**src/rtl/hour_pkg.sv**
```systemverilog
`timescale 1ns/1ps
package hour_pkg;
  localparam int HBYTE_W   = 8;
  localparam int HOURS_DAY = 24;
  localparam int HOUR_W    = $clog2(HOURS_DAY);
  localparam int PM_POS    = HBYTE_W - 1;

  // Encode a value 0..23 as binary or packed BCD in one byte.
  function automatic logic [HBYTE_W-1:0] pack_val(input logic [HOUR_W-1:0] v,
                                                  input logic bin);
    logic [HBYTE_W-1:0] w;
    w = {{(HBYTE_W-HOUR_W){1'b0}}, v};
    if (bin) return w;
    return HBYTE_W'((w / 8'd10) * 8'd16 + (w % 8'd10));
  endfunction
endpackage

```
**src/rtl/hour_decode.sv**
```systemverilog
`timescale 1ns/1ps
module hour_decode
  import hour_pkg::*;
(
  input  logic [HBYTE_W-1:0] hbyte,
  input  logic               mode12,
  input  logic               bin,
  output logic [HOUR_W-1:0]  h24,
  output logic               ok
);
  logic [HBYTE_W-1:0] field;
  logic [HBYTE_W-1:0] val;
  logic               digits_ok;
  logic               range_ok;
  logic [HOUR_W-1:0]  base;
  logic [HOUR_W-1:0]  h;

  always_comb begin
    // In 12-hour mode the value lives in bits 5:0; bits 7:6 are flag and zero.
    field = mode12 ? {2'b00, hbyte[5:0]} : hbyte;
    if (bin) begin
      val       = field;
      digits_ok = 1'b1;
    end else begin
      digits_ok = (field[7:4] < 4'd10) && (field[3:0] < 4'd10);
      val       = HBYTE_W'({4'h0, field[7:4]} * 8'd10) + {4'h0, field[3:0]};
    end
    base = '0;
    h    = '0;
    if (mode12) begin
      range_ok = !hbyte[6] && (val >= 8'd1) && (val <= 8'd12);
      base     = (val[HOUR_W-1:0] == HOUR_W'(12)) ? '0 : val[HOUR_W-1:0];
      h        = hbyte[PM_POS] ? base + HOUR_W'(12) : base;
    end else begin
      range_ok = val <= 8'(HOURS_DAY - 1);
      h        = val[HOUR_W-1:0];
    end
    ok  = digits_ok && range_ok;
    h24 = ok ? h : '0;
  end
endmodule

```
**src/rtl/hour_encode.sv**
```systemverilog
`timescale 1ns/1ps
module hour_encode
  import hour_pkg::*;
(
  input  logic [HOUR_W-1:0]  h24,
  input  logic               mode12,
  input  logic               bin,
  output logic [HBYTE_W-1:0] hbyte
);
  logic              pm;
  logic [HOUR_W-1:0] v12;
  logic [HBYTE_W-1:0] p;

  always_comb begin
    pm  = h24 >= HOUR_W'(12);
    v12 = pm ? h24 - HOUR_W'(12) : h24;
    if (v12 == '0) v12 = HOUR_W'(12);
    p = pack_val(mode12 ? v12 : h24, bin);
    if (mode12) hbyte = {pm, 1'b0, 6'b0} | (p & 8'h3F);
    else        hbyte = p;
  end
endmodule

```
**src/rtl/hour_step.sv**
```systemverilog
`timescale 1ns/1ps
module hour_step
  import hour_pkg::*;
#(
  parameter int HOURS = HOURS_DAY
) (
  input  logic [HOUR_W-1:0] h_in,
  input  logic              ok,
  input  logic              adv,
  output logic [HOUR_W-1:0] h_out,
  output logic              wrap
);
  localparam logic [HOUR_W-1:0] LAST = HOUR_W'(HOURS - 1);

  always_comb begin
    wrap  = adv && ok && (h_in == LAST);
    h_out = h_in;
    if (adv && ok) h_out = wrap ? '0 : h_in + 1'b1;
  end
endmodule

```
**src/rtl/hour_counter_rtc.sv**
```systemverilog
`timescale 1ns/1ps
module hour_counter_rtc
  import hour_pkg::*;
(
  input  logic               clk,
  input  logic               rst_n,
  input  logic               tick,
  input  logic               mode_12h,
  input  logic               fmt_bin,
  input  logic               wr_valid,
  output logic               wr_ready,
  input  logic [HBYTE_W-1:0] wr_data,
  output logic [HBYTE_W-1:0] rd_hour,
  output logic               day_carry
);
  logic [HBYTE_W-1:0] raw_q;
  logic               mode_q, fmt_q, carry_q;
  logic [HOUR_W-1:0]  h_cur, h_nxt;
  logic               cur_ok, wrap;
  logic [HBYTE_W-1:0] enc_byte;

  // The stored byte is in the encoding of the previous cycle's mode and format.
  hour_decode u_dec (.hbyte(raw_q), .mode12(mode_q), .bin(fmt_q),
                     .h24(h_cur), .ok(cur_ok));
  hour_step #(.HOURS(HOURS_DAY)) u_step (.h_in(h_cur), .ok(cur_ok), .adv(tick),
                     .h_out(h_nxt), .wrap(wrap));
  hour_encode u_enc (.h24(h_nxt), .mode12(mode_12h), .bin(fmt_bin),
                     .hbyte(enc_byte));

  always_ff @(posedge clk) begin
    if (!rst_n) begin
      raw_q   <= '0;
      mode_q  <= 1'b0;
      fmt_q   <= 1'b0;
      carry_q <= 1'b0;
    end else begin
      mode_q <= mode_12h;
      fmt_q  <= fmt_bin;
      if (wr_valid) begin
        raw_q   <= wr_data;
        carry_q <= 1'b0;
      end else if (cur_ok) begin
        raw_q   <= enc_byte;
        carry_q <= wrap;
      end else begin
        carry_q <= 1'b0;
      end
    end
  end

  assign wr_ready  = 1'b1;
  assign rd_hour   = raw_q;
  assign day_carry = carry_q;

  p_write_load_r8: assert property (@(posedge clk) disable iff (!rst_n)
    wr_valid |=> rd_hour == $past(wr_data));
  p_hold_r10: assert property (@(posedge clk) disable iff (!rst_n)
    (!tick && !wr_valid && mode_12h == mode_q && fmt_bin == fmt_q) |=> $stable(rd_hour));
  p_carry_single_r6: assert property (@(posedge clk) disable iff (!rst_n)
    day_carry |=> !day_carry);
  p_carry_cause_r6: assert property (@(posedge clk) disable iff (!rst_n)
    $rose(day_carry) |-> ($past(tick) && !$past(wr_valid)));
  p_no_pm_24_r2: assert property (@(posedge clk) disable iff (!rst_n)
    (!mode_q && cur_ok) |-> !rd_hour[PM_POS]);
  p_12h_shape_r3: assert property (@(posedge clk) disable iff (!rst_n)
    (mode_q && cur_ok) |-> (!rd_hour[6] && rd_hour[5:0] != 6'd0));
endmodule

```
**config.mk**
```make
export PLATFORM = sky130hd
export DESIGN_NAME = hour_counter_rtc
export DESIGN_NICKNAME = d
export VERILOG_FILES = /design/src/rtl/hour_pkg.sv /design/src/rtl/hour_decode.sv /design/src/rtl/hour_encode.sv /design/src/rtl/hour_step.sv /design/src/rtl/hour_counter_rtc.sv
export SDC_FILE = /design/constraint.sdc
export NUM_CORES = 1
export LEC_CHECK = 0
export ABC_AREA = 0
export CAP_MARGIN = 20
export CORE_MARGIN = 5
export CORE_UTILIZATION = 60
export DETAILED_ROUTE_END_ITERATION = 6
export GPL_ROUTABILITY_DRIVEN = 0
export GPL_TIMING_DRIVEN = 0
export PLACE_DENSITY_LB_ADDON = 0.25
export SYNTH_ARGS = -nofsm -noshare
export SYNTH_HDL_FRONTEND = slang
export SYNTH_SLANG_ARGS = --single-unit
export TNS_END_PERCENT = 100
```
**constraint.sdc**
```tcl
create_clock -name clk -period 10.3 [get_ports clk]
set_clock_uncertainty 0.1 [all_clocks]
set_input_delay 1.545 -clock clk [delete_from_list [all_inputs] [get_ports clk]]
set_output_delay 1.545 -clock clk [all_outputs]
set_load 0.01 [all_outputs]
```
* Yosys cells after proc, flatten, opt, wreduce, memory -nomap -nowiden
Index checks and enable logic that the tools add are counted.
** Word-level totals
- Register bits :: 11
- Input port bits :: 14
** Operators by class
- Add/subtract/negate cells :: 5
- $mul :: 1
- Divide/modulo/power cells :: 2
- Order comparisons :: 6
- Eq/ne operators :: 2
- Muxes and demuxes :: 19
- Bitwise operators :: 3
- Reductions and logical operators :: 10
** Operators with widths (count)
- $mux W8 :: 7
- $mux W5 :: 9
- $add A8 B4 Y8 :: 1
- $add A8 B8 Y8 :: 1
- $div A5 B4 Y8 const B :: 1
- $ge A8 B1 Y1 const B :: 1
- $le A8 B4 Y1 const B :: 1
- $le A8 B5 Y1 const B :: 1
- $lt A4 B4 Y1 const B :: 2
- $mod A5 B4 Y8 const B :: 1
- $or A8 B6 Y8 :: 1
- $mul A4 B3 Y7 const B :: 1
- $logic_and A1 B1 Y1 :: 6
- $add A5 B1 Y5 const B :: 1
- $add A5 B4 Y5 const B :: 1
- $eq A5 B4 Y1 const B :: 1
- $eq A5 B5 Y1 const B :: 1
- $ge A5 B4 Y1 const B :: 1
- $logic_not A5 Y1 :: 1
- $sub A5 B4 Y5 const B :: 1
- $mux W1 :: 3
- $reduce_or A3 Y1 :: 1
- $not A1 Y1 :: 2
- $reduce_bool A2 Y1 :: 1
- $logic_not A1 Y1 :: 1

* Depth between registers and ports, before layout
- Depth after elaboration :: 26
- Mapped depth :: 29
- Depth with buffers taken out :: 28

* By module
From an unflattened synthesis, not the netlist that was laid out.
** Unflattened totals
- Cells, all modules :: 208
- Area, all modules :: 1795.5 sq um
** By module, submodules not included
- hour_decode :: times used 1, cells an instance 83, area an instance 645.6 sq um, sequential area each 0.0 sq um
- hour_counter_rtc :: times used 1, cells an instance 43, area an instance 525.5 sq um, sequential area each 220.2 sq um
- hour_encode :: times used 1, cells an instance 64, area an instance 509.2 sq um, sequential area each 0.0 sq um
- hour_step :: times used 1, cells an instance 18, area an instance 115.1 sq um, sequential area each 0.0 sq um

* Worst setup path before layout
Ideal clock, no wire load.
- Kind :: register to register
- Start point :: reg raw_q[1], in the netlist rd_hour[1]
- End point :: reg raw_q[5], in the netlist rd_hour[5]
- Library setup time :: 0.117 ns
- Arrival :: 5.497 ns
- Required time :: 10.083 ns
- Setup slack :: 4.586 ns
- Stages on the path, launching flop included :: 26
- Path buffers :: 0
- Period minus slack after synthesis :: 5.714 ns
- Cells stage by stage :: dfxtp_1 -> ha_1 -> fa_1 -> inv_1 -> o21ai_0 -> ha_1 -> nor2b_1 -> and3_1 -> o21ai_0 -> a31o_2 -> a211oi_2 -> nor2_2 -> ha_1 -> inv_1 -> o31a_1 -> o31a_1 -> and4_4 -> a211o_1 -> nor2_1 -> nor2_1 -> ha_1 -> nor3_1 -> fa_1 -> nand3b_1 -> nand3_1 -> o211a_1
** On the way
- Longest elaborated chain between the ends :: 25
- Elaborated cells on any way between the ends :: 40
** Ends and longest elaborated chain
- from (decl) :: line hour_counter_rtc.sv:16 : logic [HBYTE_W-1:0] raw_q;
- from (signal assigned) :: line hour_counter_rtc.sv:40 : raw_q <= wr_data;
- from (signal assigned) :: line hour_counter_rtc.sv:43 : raw_q <= enc_byte;
- $mux W8 * :: line hour_decode.sv:20 : field = mode12 ? {2'b00, hbyte[5:0]} : hbyte;
- parallel branches: the longest is 24 deep, another holds $add A8 B4 Y8
Mark *: on every way between the ends. The select of a mux whose other input is x is not followed.
A chain may end at the register's enable or synchronous reset.

* Final worst setup path
Ends and elaborated chain as after synthesis.

==> results.toml <==
[critical_path]
critical_path_arrival_ns = 6.51
endpoint_kind = "flop"
cp_max_fo = 8
path_class = "reg2reg"
crit_family = "adder cells"
crit_top_cell = "ha_1"
critPathMaxStageDelay_ns = 0.55
crit_buf_inv = 2
cp.required_ns = 10.37
slowest_stage = "fa_1"
startpoint_type = "flop"

[sta]
rsz0062_at_grt = "false"
tightest_slew_ns = 0.574
min_period_over_period_pct = 62.5
slew_headroom_pct = 61.1
period_needed_ns = 6.44
final_hold_viol_count = 0
slew_violations = 0
max_freq_ghz = 0.155
fin_setup_tns_ns = 0
hold_ws_ns = 0.532
setup-violations-final = 0

[synth]
synth_cells = 247
synthArstFlopShare_pct = 0
synth_warnings = 0
synth_fp_nets = 275
yosysTopAreaCell = "dfxtp_1"
yosys.area.top_type_share_pct = 12.1
post_synth.cell_area_avg_sq_um = 7.37
synth_flop_cell = "dfxtp_1"
synth_edf_count = 0
yosysSeqAreaShare_pct = 12.1
netlist_area_sq_mm = 0.00182
yosys-top-cells-area = "dfxtp_1 (12%), ha_1 (7.6%), o21ai_0 (5.5%), nand2_1 (4.7%), nor2_1 (4.5%)"
ys_ff_latch = 11
ys_types = 69

[finish]
final_common_cell = "nand2_1"
layout-drive-gt1-share_pct = 9.56
nFillCells = 256
syn_to_final_growth_pct = 15.3
fin_nets = 301
diodes = 0
final_cell_mix = "nand2_1 (23), nor2_1 (22), clkdlybuf4s50_1 (21)"

[detailed_routing]
drt_pass1_iterations = 5
drt_iter0_markers = 207
dr_total_vias = 1929
post_drt_wl_per_cell_microns = 15.2
routed_wl_microns = 4630
routed_via_density = 6.32
drc_errors = 0
detail-route-antenna-nets = 0

[power_and_ir_drop]
p_clk_share_pct = 6.7
peakVddDrop_mv = 0.133
p_int_uw = 220
powerDensity_mw_per_mm2 = 224
swShare_pct = 53.0
seq_power_share_pct = 13.5
combPwrFrac_pct = 79.8
p_sw_uw = 248
leakage_nw = 0.882

[cts]
cts_resized = 0
clock-sinks = 11
cts_setup_buffers = 0
postCtsHoldBufs = 0
clkTransAtPathRegs_ns = 0.08
htreeDepth = 1
clock_latency_ns = 0.28
clockRootBuffer = "clkbuf_4"
cts-buffers-inserted = 3
cts_tree = "done"
clock_path_buffers = 2

[placed_design]
port_buffers = 21
dp_hpwl_microns = 3690

[status]
outcome = "finished clean"

[floorplanning]
die_w_microns = 65.1
rows = 20
die_y_microns = 65.1
io_pins = 24
dieArea_sq_mm = 0.00423
initial_core_util_pct = 61.1
core_area_sq_mm = 0.00298

[grt]
grt_max_degree = 11
grt_pass1_vias = 1680
track_usage_pct = 22.6
gr-total-overflow = 0
antenna_found_initial = 0
grt_pass1_wl_microns = 7640

[flow_run]
drv_cap = 0

[hold_path]
hold_class = "reg2reg"
worst min-delay path, delay by kind of cell, from the launching register on:
kind | cells | cell delay (ns)
AND/OR/NAND/NOR | 2 | 0.14
flip-flops | 1 | 0.35
AO/OA/AOI/OAI | 1 | 0.10
area by class of cell:
type	count	area, sq um	area share, %
multi-input cells	211	1490	70.9
flip-flops and latches	11	220	10.5
repair buffers	21	210	10.0
plain buffers	10	56.3	2.68
inverters	15	56.3	2.68
well taps	33	41.3	1.97
clock buffers	4	26.3	1.25
cell usage after synthesis (3+ instances only):
master,number
o21ai_0,20
o21a_1,4
clkbuf_1,4
o21ai_1,4
o211a_1,4
nor3_1,5
nand2b_1,5
a211oi_2,3
o211ai_1,4
inv_1,15
nand3_1,10
fa_1,3
o31a_1,5
xnor2_1,3
a211oi_1,3
nand2_1,23
buf_2,3
a21oi_1,11
a21o_1,5
xor2_1,3
or3_1,4
dfxtp_1,11
ha_1,11
and2_1,5
nor2_1,22
and3_1,3
final timing paths:
| kind | start | end | slack, ns | cells after the start |
|---|---|---|---|---|
| setup reg to reg | rd_hour[1] | rd_hour[5] | 3.86 | 25 |
| hold reg to reg | rd_hour[6] | rd_hour[6] | 0.53 | 3 |
| hold / removal | rd_hour[6] | rd_hour[6] | 0.53 | 3 |
| setup / recovery | rd_hour[1] | rd_hour[5] | 3.86 | 25 |
per-stage QoR:
step | setup WS, ns | instances | power (mW) | util, % | instance area (sq um)
global placement | 4.03 | 301 | 0.425 | 69.5 | 2070
CTS | 3.94 | 305 | 0.464 | 70.4 | 2100
global route | 3.41 | 305 | 0.516 | 70.4 | 2100
detailed placement | 3.96 | 301 | 0.432 | 69.5 | 2070
floorplan | 4.59 | 247 | 0.352 | - | 1820
finish | 3.86 | 305 | 0.469 | 70.4 | 2100
metal layers:
metal / part of all wire (%) / track usage, % / up-vias
met3: 5.8 / 2.77 / 6
met1: 45 / 30.1 / 873
met5: 0 / 0 / -
met2: 48 / 38.3 / 80
met4: 1.1 / 6.48 / 0
li1: - / - / 970
sequential cells by signal (all words and copies together) (netlist names):
register,cells
rd_hour,8
day_carry,1
fmt_q,1
mode_q,1
cells by family (layout without fill, tap and decap cells):
family | count (synthesis) | in the layout | share of synthesized area (%)
flops | 11 | 11 | 12.1
simple gates | 94 | 94 | 27.8
other cells | 2 | 2 | 0.413
buf+inv | 25 | 50 | 6.19
mux | 3 | 3 | 1.72
xor+xnor | 6 | 6 | 2.89
compound gates | 90 | 90 | 36.9
fa+ha+maj | 16 | 16 | 12.0
power groups by stage:
stage	combinational [mW]	clock (mW)	sequential, mW
finish	0.374	0.0313	0.0634
global route	0.415	0.0361	0.0644
CTS	0.369	0.0322	0.0630
detailed placement	0.368	0	0.0641
global placement	0.362	0	0.0638
floorplan	0.289	0	0.0625
No activity file was read; power rests on OpenSTA's default activity.
